$ cat config.mk
export PLATFORM = sky130hd
export DESIGN_NAME = tap_window_tuner
export DESIGN_NICKNAME = d
export VERILOG_FILES = /design/src/rtl/tuner_pkg.sv /design/src/rtl/tap_update_ctl.sv /design/src/rtl/streak_tracker.sv /design/src/rtl/tap_window_tuner.sv
export SDC_FILE = /design/constraint.sdc
export NUM_CORES = 1
export LEC_CHECK = 0
export BUFFER_PORTS_ARGS = -buffer_cell sky130_fd_sc_hd__buf_2
export CAP_MARGIN = 20
export CORE_ASPECT_RATIO = 0.6
export CORE_MARGIN = 5
export CORE_UTILIZATION = 38
export CTS_CLUSTER_SIZE = 25
export DETAILED_ROUTE_END_ITERATION = 16
export GPL_ROUTABILITY_DRIVEN = 0
export PLACE_DENSITY = 0.63
export SLEW_MARGIN = 15
export SYNTH_ARGS = -nofsm -noshare
export SYNTH_HDL_FRONTEND = slang
export SYNTH_HIERARCHICAL = 1
export SYNTH_SLANG_ARGS = --single-unit
$ cat constraint.sdc
create_clock -name clk -period 2.6 [get_ports clk]
set_clock_uncertainty 0.05 [all_clocks]
set_input_delay 0.39 -clock clk [delete_from_list [all_inputs] [get_ports clk]]
set_output_delay 0.39 -clock clk [all_outputs]
set_load 0.01 [all_outputs]
$ cat src/rtl/tuner_pkg.sv
package tuner_pkg;
  typedef enum logic [2:0] {
    ST_IDLE,
    ST_KICK,
    ST_UPD,
    ST_TEST,
    ST_DECIDE,
    ST_FKICK,
    ST_FUPD
  } tuner_state_e;
endpackage

$ cat src/rtl/tap_update_ctl.sv
module tap_update_ctl #(
  parameter int TIMEOUT = 16
) (
  input  logic clk,
  input  logic rst_n,
  input  logic kick_i,
  input  logic ack_i,
  output logic req_o,
  output logic ok_o,
  output logic fail_o
);
  localparam int CW = $clog2(TIMEOUT + 1);

  logic          req_q, req_d;
  logic [CW-1:0] cnt_q, cnt_d;
  logic          expire;

  assign expire = (cnt_q == CW'(TIMEOUT - 1));
  assign ok_o   = req_q & ack_i;
  assign fail_o = req_q & ~ack_i & expire;
  assign req_o  = req_q;

  always_comb begin
    req_d = req_q;
    cnt_d = cnt_q;
    if (kick_i) begin
      req_d = 1'b1;
      cnt_d = '0;
    end else if (req_q) begin
      if (ack_i || expire) req_d = 1'b0;
      else                 cnt_d = cnt_q + 1'b1;
    end
  end

  always_ff @(posedge clk or negedge rst_n) begin
    if (!rst_n) begin
      req_q <= 1'b0;
      cnt_q <= '0;
    end else begin
      req_q <= req_d;
      cnt_q <= cnt_d;
    end
  end
endmodule

$ cat src/rtl/streak_tracker.sv
module streak_tracker #(
  parameter int TAP_W = 6,
  parameter int LEN_W = 6
) (
  input  logic             clk,
  input  logic             rst_n,
  input  logic             clr_i,
  input  logic             hit_i,
  input  logic             miss_i,
  input  logic [TAP_W-1:0] tap_i,
  output logic [LEN_W-1:0] best_len_o,
  output logic [TAP_W-1:0] best_end_o
);
  logic [LEN_W-1:0] cur_q, cur_d, best_q, best_d, cur_inc;
  logic [TAP_W-1:0] end_q, end_d;

  assign cur_inc = cur_q + 1'b1;

  always_comb begin
    cur_d  = cur_q;
    best_d = best_q;
    end_d  = end_q;
    if (clr_i) begin
      cur_d  = '0;
      best_d = '0;
      end_d  = '0;
    end else if (hit_i) begin
      cur_d = cur_inc;
      if (cur_inc > best_q) begin
        best_d = cur_inc;
        end_d  = tap_i;
      end
    end else if (miss_i) begin
      cur_d = '0;
    end
  end

  always_ff @(posedge clk or negedge rst_n) begin
    if (!rst_n) begin
      cur_q  <= '0;
      best_q <= '0;
      end_q  <= '0;
    end else begin
      cur_q  <= cur_d;
      best_q <= best_d;
      end_q  <= end_d;
    end
  end

  assign best_len_o = best_q;
  assign best_end_o = end_q;
endmodule

$ cat src/rtl/tap_window_tuner.sv
module tap_window_tuner
  import tuner_pkg::*;
#(
  parameter int TAP_W       = 6,
  parameter int NUM_TAPS    = 40,
  parameter int UPD_TIMEOUT = 16,
  parameter int MODE_W      = 3,
  parameter int HS200_MODE  = 4
) (
  input  logic              clk,
  input  logic              rst_n,
  input  logic              start_i,
  input  logic [MODE_W-1:0] mode_i,
  output logic [TAP_W-1:0]  tap_o,
  output logic              tap_req_o,
  input  logic              tap_ack_i,
  output logic              test_req_o,
  input  logic              test_vld_i,
  input  logic              test_pass_i,
  output logic              busy_o,
  output logic              done_o,
  output logic              err_o,
  output logic              generic_o
);
  localparam int LEN_W = $clog2(NUM_TAPS + 1);
  localparam logic [TAP_W-1:0] LAST_TAP = TAP_W'(NUM_TAPS - 1);

  tuner_state_e     state_q, state_d;
  logic [TAP_W-1:0] tap_q, tap_d;
  logic             done_d, err_d, gen_d;
  logic             done_q, err_q, gen_q;
  logic             kick, upd_ok, upd_fail;
  logic             clr, hit, miss;
  logic [LEN_W-1:0] best_len;
  logic [TAP_W-1:0] best_end;
  logic [TAP_W-1:0] centre;

  assign centre = best_end - TAP_W'(best_len >> 1);
  assign kick   = (state_q == ST_KICK) || (state_q == ST_FKICK);

  tap_update_ctl #(.TIMEOUT(UPD_TIMEOUT)) u_upd (
    .clk    (clk),
    .rst_n  (rst_n),
    .kick_i (kick),
    .ack_i  (tap_ack_i),
    .req_o  (tap_req_o),
    .ok_o   (upd_ok),
    .fail_o (upd_fail)
  );

  streak_tracker #(.TAP_W(TAP_W), .LEN_W(LEN_W)) u_streak (
    .clk        (clk),
    .rst_n      (rst_n),
    .clr_i      (clr),
    .hit_i      (hit),
    .miss_i     (miss),
    .tap_i      (tap_q),
    .best_len_o (best_len),
    .best_end_o (best_end)
  );

  always_comb begin
    state_d = state_q;
    tap_d   = tap_q;
    done_d  = 1'b0;
    err_d   = 1'b0;
    gen_d   = 1'b0;
    clr     = 1'b0;
    hit     = 1'b0;
    miss    = 1'b0;
    case (state_q)
      ST_IDLE: begin
        if (start_i) begin
          if (mode_i == MODE_W'(HS200_MODE)) begin
            state_d = ST_KICK;
            tap_d   = '0;
            clr     = 1'b1;
          end else begin
            gen_d = 1'b1;
          end
        end
      end
      ST_KICK: state_d = ST_UPD;
      ST_UPD: begin
        if (upd_ok) begin
          state_d = ST_TEST;
        end else if (upd_fail) begin
          miss = 1'b1;
          if (tap_q == LAST_TAP) state_d = ST_DECIDE;
          else begin
            tap_d   = tap_q + 1'b1;
            state_d = ST_KICK;
          end
        end
      end
      ST_TEST: begin
        if (test_vld_i) begin
          hit  = test_pass_i;
          miss = ~test_pass_i;
          if (tap_q == LAST_TAP) state_d = ST_DECIDE;
          else begin
            tap_d   = tap_q + 1'b1;
            state_d = ST_KICK;
          end
        end
      end
      ST_DECIDE: begin
        if (best_len == '0) begin
          err_d   = 1'b1;
          state_d = ST_IDLE;
        end else begin
          tap_d   = centre;
          state_d = ST_FKICK;
        end
      end
      ST_FKICK: state_d = ST_FUPD;
      ST_FUPD: begin
        if (upd_ok) begin
          done_d  = 1'b1;
          state_d = ST_IDLE;
        end else if (upd_fail) begin
          err_d   = 1'b1;
          state_d = ST_IDLE;
        end
      end
      default: state_d = ST_IDLE;
    endcase
  end

  always_ff @(posedge clk or negedge rst_n) begin
    if (!rst_n) begin
      state_q <= ST_IDLE;
      tap_q   <= '0;
      done_q  <= 1'b0;
      err_q   <= 1'b0;
      gen_q   <= 1'b0;
    end else begin
      state_q <= state_d;
      tap_q   <= tap_d;
      done_q  <= done_d;
      err_q   <= err_d;
      gen_q   <= gen_d;
    end
  end

  assign tap_o      = tap_q;
  assign test_req_o = (state_q == ST_TEST);
  assign busy_o     = (state_q != ST_IDLE);
  assign done_o     = done_q;
  assign err_o      = err_q;
  assign generic_o  = gen_q;
endmodule

==> impl_results.md, run 1 <==
* Maxcap violations at 0
* Core area at 6170 sq um
* Slew @ Worst Pin at between 800 and 900 ps
* RSZ-0062 raised after global routing: true
* DR pass1 iterations at 4
* Crit path DAT at about 2600 ps
* Mean Syn Cell Area at 9.64 sq um
* VDD IR max at around 0.34 mV
* CP Max Fanout at 4
* Initial antenna violation count at 0
* Share of the synthesized area in the top cell type at around 37%
* Crit path largest cell delay at 400 ps
* Finish-stage setup viols at 0
* Slew Viols, Final at 0
* Slowest-stage cell, CP: dfrtp_1
* Peak Freq at 0.399 GHz
* Remaining global-route overflow at 0
* Mapped cell area at 2440 sq um
* All-layer global routing usage at 14.4%
* Synth top area cells: dfrtp_1 37%, ha_1 7.7%, nand2b_1 6.4%, mux2i_1 5.7%, nor2_1 3.5%
* Clk sinks at 36
* Final Cycle Share at between 90% and 100%
* Leading cell type in the layout, fill and taps excluded: dfrtp_1
* Die W at 113 um
* Normalized max-slew margin at between 40% and 50%
* Critical path origin: u_streak/cur_q[2]
* Ports at 21
* First DRT Iteration DRCs at around 150
* Layout cells sized above 1 at between 20% and 30%
* DRC violations left at 0
* Die ar. at between 8000 and 9000 sq um
* Synth-to-layout area growth at 14.8%
* CTS hold repair buffers at 0
* Final nets at between 300 and 400
* Critical path launch point type: flip-flop
* Detailed-route vias per instance at 5.12
* Post-synth top area cell: dfrtp_1
* Final hold violation count at 0
* Skew-Pair Late Insertion Delay at between 200 and 300 ps
* Die height at just over 70 um
* Pwr Total at roughly 2.5 mW
* Largest net degree at the start of global routing at 37
* Cell area power density at just under 900 nW/um^2
* Synthesized flop and latch total at 36
* Starting Density at between 30 and 40%
* Post-DP HPWL at ~4300 um
* Rows at 22
* Number of flops mapped to enable cells by yosys at 0
* WL/cell at around 15 um
* Min-Delay Path Class: input pin to async pin
* Vias in the first global route at between 1,500 and 2,000
* H-tree depth at 2
* Setup Crit Path Kind: flip-flop to flip-flop
* Asr flop ratio synth at between 90% and 100%
* Status: finished, final reports clean
* Synthesized instance count at roughly 250
* Port Buf Inserts at 20
* Syn. warnings at 6
* Worst EP required at ~2700 ps
* First-pass GRT wire length at between 9000 and 10,000 um
* CTS tree: done
* Min Tclk post-route at between 2000 and 3000 ps
* CP Capture Type: flip-flop
* N_diodes at 0
* Sequential-to-total area share from yosys stat at a little under two fifths
* Clock Path Buffers at 2
* Reg2Reg Launch Point: u_streak/cur_q[2]
* Vias at 1,893
* Synth Flop Type: dfrtp_1
* Leak at 1.25 nW
* Antenna-violating nets left at 0
* Root Driver: clkbuf_8
* Distinct cells, synth at between 50 and 60
* CTS Buf Count at 5
* Worst hold margin at between 100 and 150 ps
* Clock transition at path regs at around 80 ps
* Final WL at ~5500 um
* Critical-path cell list: nand3_2, o21a_1, or2_2, ha_1, and4_4, a31o_1, a31oi_4, mux2_2
* Syn nets at 278
* Most frequent cells in the layout: 36 x dfrtp_1, 25 x nand2b_1, 23 x nor2_1
[Yosys cell counts, drive strengths merged, types with 2 or more instances]
cell	n
dfrtp	36
mux2i	14
nand2b	25
and2	3
and3	3
a2bb2oi	2
nor3	3
or2	2
buf	3
mux2	3
a21o	3
nand3	7
xor2	3
xnor2	6
ha	15
nor3b	4
o21ai	21
nor2	23
clkbuf	6
nand2	13
o32a	3
a21oi	11
nor2b	7
inv	16
a31oi	2
[area by class of cell]
type	count	area [sq um]
clock inverter	2	35.0
timing repair buffer	34	213
multi-input combinational	192	1410
inverter	16	60.1
sequential	36	901
fill	613	3370
clock buffer	6	72.6
tap	84	105
[worst max-delay path: cells and delay by family (launching register included)]
kind            cells  cell delay, ps
mux                 1             350
flops               1             400
simple gates        3             610
compound gates      3             670
fa+ha+maj           1             310
[report_power, final]
group | switching [mW] | internal (mW)
sequential | 0.136 | 0.667
combinational | 0.637 | 0.538
clock | 0.205 | 0.285
total | 0.978 | 1.49
[stage by stage]
step / setup TNS [ps] / std cells / setup slack [ps] / instance area, sq um / util [%]
after floorplan: 0 / 253 / 171 / 2440 / -
after global placement: 0 / 358 / 125 / 2650 / 43.0
after detailed placement: 0 / 358 / 10.8 / 2650 / 43.0
after CTS: 0 / 366 / 23.6 / 2760 / 44.8
after global routing: -12.7 / 370 / -9.86 / 2800 / 45.4
final: 0 / 370 / 91.2 / 2800 / 45.4
[per-layer routing]
layer | track usage, % | wire [um] | vias up
met3 | 3.67 | 277 | 4
li1 | - | - | 942
met5 | 0 | 0 | -
met4 | 3.07 | 41 | 0
met2 | 19.5 | 2190 | 40
met1 | 22.7 | 3040 | 907
[sequential cells by signal (all words and copies together) (netlist names)]
register / cells
err_o: 1
generic_o: 1
u_upd/req_o: 1
state_q: 3
u_upd/cnt_q: 5
u_streak/best_end_o: 6
u_streak/cur_q: 6
tap_o: 6
done_o: 1
u_streak/best_len_o: 6
[final timing paths]
kind,slack [ps],end,depth (start not counted)
worst max-delay path,90,u_streak/best_len_o[0],8
worst min-delay path,150,tap_o[1],1
worst max register to register,90,u_streak/best_len_o[0],8
worst min register to register,500,u_streak/best_end_o[0],2
max in group asynchronous,1810,err_o,1
min in group clk,260,generic_o,2
[cells by family after synthesis]
logic type / share of synthesized area (%)
muxes: 7.13
AOI/OAI and AO/OA: 15.9
buffers and inverters: 5.33
adders and majority gates: 8.51
xor gates and xnor gates: 3.23
DFF: 36.9
and+or+nand+nor: 22.9
[what timing repair did]
action,4_1_cts,5_1_grt
endpoints found under the setup margin,3,13
resized for setup,1,2
pin swaps,0,1
setup buffers,0,4
endpoints found under the hold margin,0,0
Note: power is estimated with default switching activity, not from simulation.
==> run 2: changes to the inputs <==
--- a/config.mk
+++ b/config.mk
@@ -7,13 +7,13 @@
 export LEC_CHECK = 0
 export BUFFER_PORTS_ARGS = -buffer_cell sky130_fd_sc_hd__buf_2
 export CAP_MARGIN = 20
-export CORE_ASPECT_RATIO = 0.6
+export CORE_ASPECT_RATIO = 2
 export CORE_MARGIN = 5
 export CORE_UTILIZATION = 38
 export CTS_CLUSTER_SIZE = 25
 export DETAILED_ROUTE_END_ITERATION = 16
 export GPL_ROUTABILITY_DRIVEN = 0
-export PLACE_DENSITY = 0.63
+export PLACE_DENSITY = 0.61
 export SLEW_MARGIN = 15
 export SYNTH_ARGS = -nofsm -noshare
 export SYNTH_HDL_FRONTEND = slang
==> constraint.sdc (replaced) <==
create_clock -name clk -period 2.9 [get_ports clk]
set_clock_uncertainty 0.05 [all_clocks]
set_input_delay 0.435 -clock clk [delete_from_list [all_inputs] [get_ports clk]]
set_output_delay 0.435 -clock clk [all_outputs]
set_load 0.01 [all_outputs]
==> run 2 against run 1 <==
  * Sequential power is 8.5% lower
  * Wire length is 2.3% lower
  * Fmax is 6.0% lower
  * Die area is 0.55% higher
  * First-iteration DRC count is 51% lower
  * Setup slack better by 140 ps
  * Clock power is 26% higher
  * Power is 5.8% lower
  * Count of clock-buffer cells in the layout stayed put
==> impl_results.md, run 2 (synthesis gave the netlist of run 1 again) <==
* Die height at around 120 um
* Multi-input gate area at between 1000 and 1500 sq um
* Skew-Pair Late Insertion Delay at around 290 ps
* Most frequent cells in the layout: 36 x dfrtp_1, 25 x nand2b_1, 23 x nor2_1
* Setup Crit Path Kind: flip-flop to flip-flop
* Worst R2R Path Depth at 8
* Slew @ Worst Pin at around 830 ps
* Register area at ~900 sq um
* Ports at 21
* Largest net degree at the start of global routing at 37
* Worst EP required at 3010 ps
* VDD IR max at around 0.61 mV
* CTS hold repair buffers at 0
* CP Capture Type: flip-flop
* Leading cell type in the layout, fill and taps excluded: dfrtp_1
* Filler cells at roughly 650
* Final hold violation count at 0
* Reg power frac at between 30% and 40%
* Post-CTS Setup Bufs at 0
* CP Max Fanout at 6
* Core area at around 6300 sq um
* DRC violations left at 0
* Post-cts sizing count at 0
* Final WL at 5410 um
* FF-to-FF End: u_streak/best_len_o[0]
* DR pass1 iterations at 4
* Min-Delay Path Class: input pin to async pin
* Sum of negative setup slack at 0 ps
* Min Tclk post-route at 2670 ps
* Remaining global-route overflow at 0
* Leak at 1.22 nW
* H-tree depth at 2
* Pwr Total at around 2.3 mW
* Layout cells sized above 1 at 19.9%
* Switching power total at 881 uW
* Detailed-route vias per instance at between 5 and 6
* Cell area power density at approximately 840 nW/um^2
* Clock share of power at 26.5%
* CTS Buf Count at 5
* Die ar. at 8220 sq um
* Final Cycle Share at a little over 90%
* Reg2Reg Launch Point: u_streak/cur_q[0]
* Clk sinks at 36
* All-layer global routing usage at 15.5%
* Crit path DAT at 2780 ps
* Vias in the first global route at just over 2,000
* N_diodes at 0
* First-pass GRT wire length at 9490 um
* First DRT Iteration DRCs at 76
* Port Buf Inserts at 20
* R2R Setup Slk at 230 ps
* Critical path launch point type: flip-flop
* Switching Share at between 30 and 40%
* Antenna-violating nets left at 0
* Root Driver: clkbuf_16
* Vias at roughly 1,900
* Status: finished, final reports clean
* CTS tree: done
* Rows at 41
* Final nets at 301
* Pint at around 1.4 mW
* Die W at 66.7 um
* Clock Path Buffers at 2
* Normalized max-slew margin at around 45%
* Slew Viols, Final at 0
* Finish-stage setup viols at 0
* Clock transition at path regs at ~60 ps
* Synth-to-layout area growth at 13.9%
* Maxcap violations at 0
* Initial antenna violation count at 0
* Peak Freq at 0.375 GHz
* WL/cell at 14.9 um
* Starting Density at 38.7%
* Post-DP HPWL at 4100 um
* RSZ-0062 raised after global routing: false
* Comb power frac at around two fifths
-- run 2: how the worst max path moves through the flow --
stage                      start                endpoint  cells past startpoint  slack, ps
2_1_floorplan  u_streak/cur_q[0]  u_streak/best_len_o[0]                      8        470
3_3_place_gp   u_streak/cur_q[0]  u_streak/best_len_o[0]                      8        310
3_5_place_dp   u_streak/cur_q[0]  u_streak/best_len_o[0]                      8        220
4_1_cts        u_streak/cur_q[0]  u_streak/best_len_o[0]                      8        210
5_1_grt        u_streak/cur_q[0]  u_streak/best_len_o[2]                      9         80
6_report       u_streak/cur_q[0]  u_streak/best_len_o[0]                      8        230
-- run 2: critical path, stage by stage (launching register included) --
cell and delay (ps):
dfrtp_1 420, nand3_1 170, o21a_1 240, or2_2 290, ha_1 310, and4_4 190, a31o_1 250, a31oi_4 270
mux2_2 380
-- run 2: power groups by stage --
stage	Combinational, mW	Sequential, mW	Clock (mW)
floorplan	0.800	0.697	0
global placement	0.978	0.742	0
detailed placement	0.986	0.744	0
CTS	0.994	0.735	0.628
global route	1.09	0.756	0.644
finish	0.974	0.735	0.617
-- run 2: per-layer routing --
metal	share of wire, %	track usage, %	vias to the layer above	routed length (um)
met5	0	0	-	0
met4	2.9	8.27	0	155
met3	3.3	2.91	10	181
met2	57	29.6	38	3070
met1	37	15.0	881	2000
li1	-	-	923	-
-- run 2: layout make-up --
| class | instances | share of cell area [%] |
|---|---|---|
| Clock buffer | 6 | 4.64 |
| Timing Repair Buffer | 25 | 4.95 |
| Tap cell | 86 | 3.87 |
| Clock inverter | 2 | 1.26 |
| Inverter | 16 | 2.16 |
| Sequential cell | 36 | 32.4 |
| Multi-Input combinational cell | 192 | 50.7 |
-- run 2: per-stage QoR --
| stage | hold WS [ps] | area [sq um] | std cells | util [%] | worst slack, ps |
|---|---|---|---|---|---|
| floorplan | 89.4 | 2440 | 253 | - | 471 |
| global placement | 487 | 2620 | 355 | 41.4 | 314 |
| detailed placement | 493 | 2620 | 355 | 41.4 | 222 |
| CTS | 222 | 2780 | 363 | 44.0 | 210 |
| global route | 271 | 2780 | 363 | 44.0 | 76.5 |
| finish | 194 | 2780 | 363 | 44.0 | 231 |
==> run 3: changes to the inputs <==
--- a/config.mk
+++ b/config.mk
@@ -5,6 +5,7 @@
 export SDC_FILE = /design/constraint.sdc
 export NUM_CORES = 1
 export LEC_CHECK = 0
+export ABC_AREA = 1
 export BUFFER_PORTS_ARGS = -buffer_cell sky130_fd_sc_hd__buf_2
 export CAP_MARGIN = 20
 export CORE_ASPECT_RATIO = 2
@@ -13,6 +14,7 @@
 export CTS_CLUSTER_SIZE = 25
 export DETAILED_ROUTE_END_ITERATION = 16
 export GPL_ROUTABILITY_DRIVEN = 0
+export GPL_TIMING_DRIVEN = 0
 export PLACE_DENSITY = 0.61
 export SLEW_MARGIN = 15
 export SYNTH_ARGS = -nofsm -noshare
==> run 3 against run 2 <==
  * Power grew 17%
  * Global-route usage shrank 0.84 points
  * Non-clock buffer count shrank 1
  * Flip-flop and latch count is the same
  * Highest routed layer unchanged
  * Sequential power grew 3.1%
  * Hold slack gained 18 ps
==> impl_results.md, run 3 <==
* Status: finished, final reports clean
* Synth top area cells: dfrtp_1 36%, nand2_1 14%, ha_1 7.5%, inv_1 6.9%, nand3_1 6.0%
* Core area at approximately 6500 sq um
* CP Capture Type: flip-flop
* Clock transition at path regs at about 60 ps
* H-tree depth at 2
* First-pass GRT wire length at just under 10,000 um
* CTS Buf Count at 5
* CP Max Fanout at 10
* Post-CTS Setup Bufs at 0
* Worst hold margin at ~210 ps
* Slowest-stage cell, CP: dfrtp_1
* Detailed-route vias per instance at slightly below 5
* Synth-to-layout area growth at 15.0%
* Rows at 42
* CTS hold repair buffers at 0
* Final Worst Setup Slack at 554 ps
* Min Tclk post-route at 2350 ps
* DR pass1 iterations at 5
* Pint at between 1.5 and 2 mW
* Normalized max-slew margin at ~45%
* Mean Syn Cell Area at about 7.6 sq um
* Sum of negative setup slack at 0 ps
* Filler cells at 688
* Share of the synthesized area in the top cell type at a little over a third
* R2R Setup Slk at roughly 550 ps
* Critical-path cell list: ha_1, nand3_1, xor2_1, inv_1, ha_1, nand2_2, nor2_4, nand2_2, nand3_4, nand2_4, buf_6, nand3_1, nand2_1
* Post-DP HPWL at ~4200 um
* Worst EP required at ~3000 ps
* Crit path DAT at between 2000 and 2500 ps
* Final Cycle Share at 80.9%
* FF-to-FF End: u_streak/best_end_o[5]
* Starting Density at a little under two fifths
* Layout cells sized above 1 at roughly a fifth
* Distinct cells, synth at 35
* Reg2Reg Launch Point: u_streak/cur_q[0]
* Asr flop ratio synth at 100%
* Dpl ws at around 560 ps
* Antenna-violating nets left at 0
* Critical path launch point type: flip-flop
* DRC violations left at 0
* Multi-input gate area at ~1400 sq um
* Vias at roughly 2,200
* Remaining global-route overflow at 0
* Switching Share at between 40% and 50%
* Synthesized flop and latch total at 36
* WL/cell at between 10 and 15 um
* Number of flops mapped to enable cells by yosys at 0
* Maxcap violations at 0
* Post-synth top area cell: dfrtp_1
* Commonest cells in the netlist: 92 x nand2_1, 46 x inv_1, 36 x dfrtp_1, 30 x nand3_1, 25 x nor2_1
* Worst R2R Path Depth at 13
* Slew @ Worst Pin at between 800 and 900 ps
* Vias in the first global route at roughly 2,200
* Setup Crit Path Kind: flip-flop to flip-flop
* Min-Delay Path Class: input pin to async pin
* Root Driver: clkbuf_16
* Comb power frac at 49.8%
* Syn nets at roughly 360
* Sequential-to-total area share from yosys stat at 36.0%
* Leak at ~1.5 nW
* Clock share of power at between 20% and 30%
* Die ar. at ~8400 sq um
* Final hold violation count at 0
* Syn. warnings at 6
* Crit path max-delay family: simple AND/OR/NAND/NOR gates
* Cell area power density at between 900 and 1000 nW/um^2
* Initial antenna violation count at 0
* Largest net degree at the start of global routing at 37
* Mapped cell area at roughly 2500 sq um
* Final nets at between 300 and 400
* Slew Viols, Final at 0
* Post-cts sizing count at 0
* All-layer global routing usage at between 10 and 15%
* Crit path buf inv count at 2
* VDD IR max at 0.475 mV
* Clk sinks at 36
* Clock Path Buffers at 2
* Die height at between 100 and 150 um
* Ports at 21
* Finish-stage setup viols at 0
* Most numerous cell in the Yosys netlist: nand2_1
* CTS tree: done
* N_diodes at 0
* Register area at around 900 sq um
* Crit path largest cell delay at roughly 460 ps
* Skew-Pair Late Insertion Delay at approximately 280 ps
* First DRT Iteration DRCs at about 130
* RSZ-0062 raised after global routing: false
* Port Buf Inserts at 20
* Synthesized instance count at around 330
* Reg power frac at between 20% and 30%
* Peak Freq at around 0.43 GHz
* Switching power total at approximately 1.2 mW
* Synth Flop Type: dfrtp_1
* Leading cell type in the layout, fill and taps excluded: nand2_1
* Final WL at 5430 um
* Die W at 67.4 um
* Most frequent cells in the layout: 92 x nand2_1, 46 x inv_1, 36 x dfrtp_1
[run 3: changes by cell type after synthesis, sizes merged, moves of 9 or more]
cell    previous run  this run
nand2             13       101
mux2i             14         0
o21ai             21        12
inv               16        51
nor2              23        34
nand4              1        10
nand3              7        37
nand2b            25         0
[run 3: how the worst max path moves through the flow]
| stage | from | endpoint | slack, ps | depth (start not counted) |
|---|---|---|---|---|
| 2_1_floorplan | u_streak/cur_q[0] | u_streak/best_len_o[0] | 790 | 13 |
| 3_3_place_gp | u_streak/cur_q[0] | u_streak/best_end_o[5] | 600 | 13 |
| 3_5_place_dp | u_streak/cur_q[0] | u_streak/best_end_o[5] | 560 | 13 |
| 4_1_cts | u_streak/cur_q[0] | u_streak/best_end_o[5] | 540 | 13 |
| 5_1_grt | u_streak/cur_q[0] | u_streak/best_len_o[5] | 400 | 13 |
| 6_report | u_streak/cur_q[0] | u_streak/best_end_o[5] | 550 | 13 |
[run 3: worst reg2reg max path: cells and delay by family, from the launching register on]
| family | cells | cell delay (ps) |
|---|---|---|
| adder cells (fa/ha/maj) | 2 | 550 |
| flip-flops | 1 | 460 |
| XOR/XNOR | 1 | 210 |
| buffers and inverters | 2 | 220 |
| AND/OR/NAND/NOR | 8 | 740 |
[run 3: area by class of cell]
type                       instances  area share, %
sequential                        36           31.3
tap                               88           3.83
clock inverter                     2           1.22
timing repair buffer              20           3.48
clock buffer                       6           4.48
buffer                             4           1.31
inverter                          51           6.75
multi-input combinational        240           47.6
[run 3: logic make-up after synthesis]
logic type,count (synthesis),share of synthesized area [%]
simple gates,191,37.1
buf+inv,55,9.26
flops,36,36.0
compound gates,29,7.86
fa+ha+maj,16,8.31
xor+xnor,4,1.40
[run 3: per-stage QoR]
stage	util [%]	std cells	total power, mW	area, sq um
after global routing	44.1	447	2.97	2870
after global placement	41.6	439	2.09	2710
after floorplan	-	331	1.81	2500
final	44.1	447	2.71	2870
after detailed placement	41.6	439	2.12	2710
after CTS	44.1	447	2.75	2870
[run 3: metal layers]
layer	global-route usage, %	vias up	share of wire (%)	routed length [um]
li1	-	1122	-	-
met4	4.90	0	0.99	54
met3	2.08	4	3.1	167
met5	0	-	0	0
met1	18.5	1017	44	2380
met2	24.7	44	52	2830
[run 3: power by group through the flow]
stage	Clock (mW)	Sequential [mW]	Combinational, mW
2_1_floorplan	0	0.748	1.07
3_3_place_gp	0	0.763	1.33
3_5_place_dp	0	0.766	1.36
4_1_cts	0.624	0.758	1.36
5_1_grt	0.640	0.779	1.55
6_report	0.604	0.758	1.35
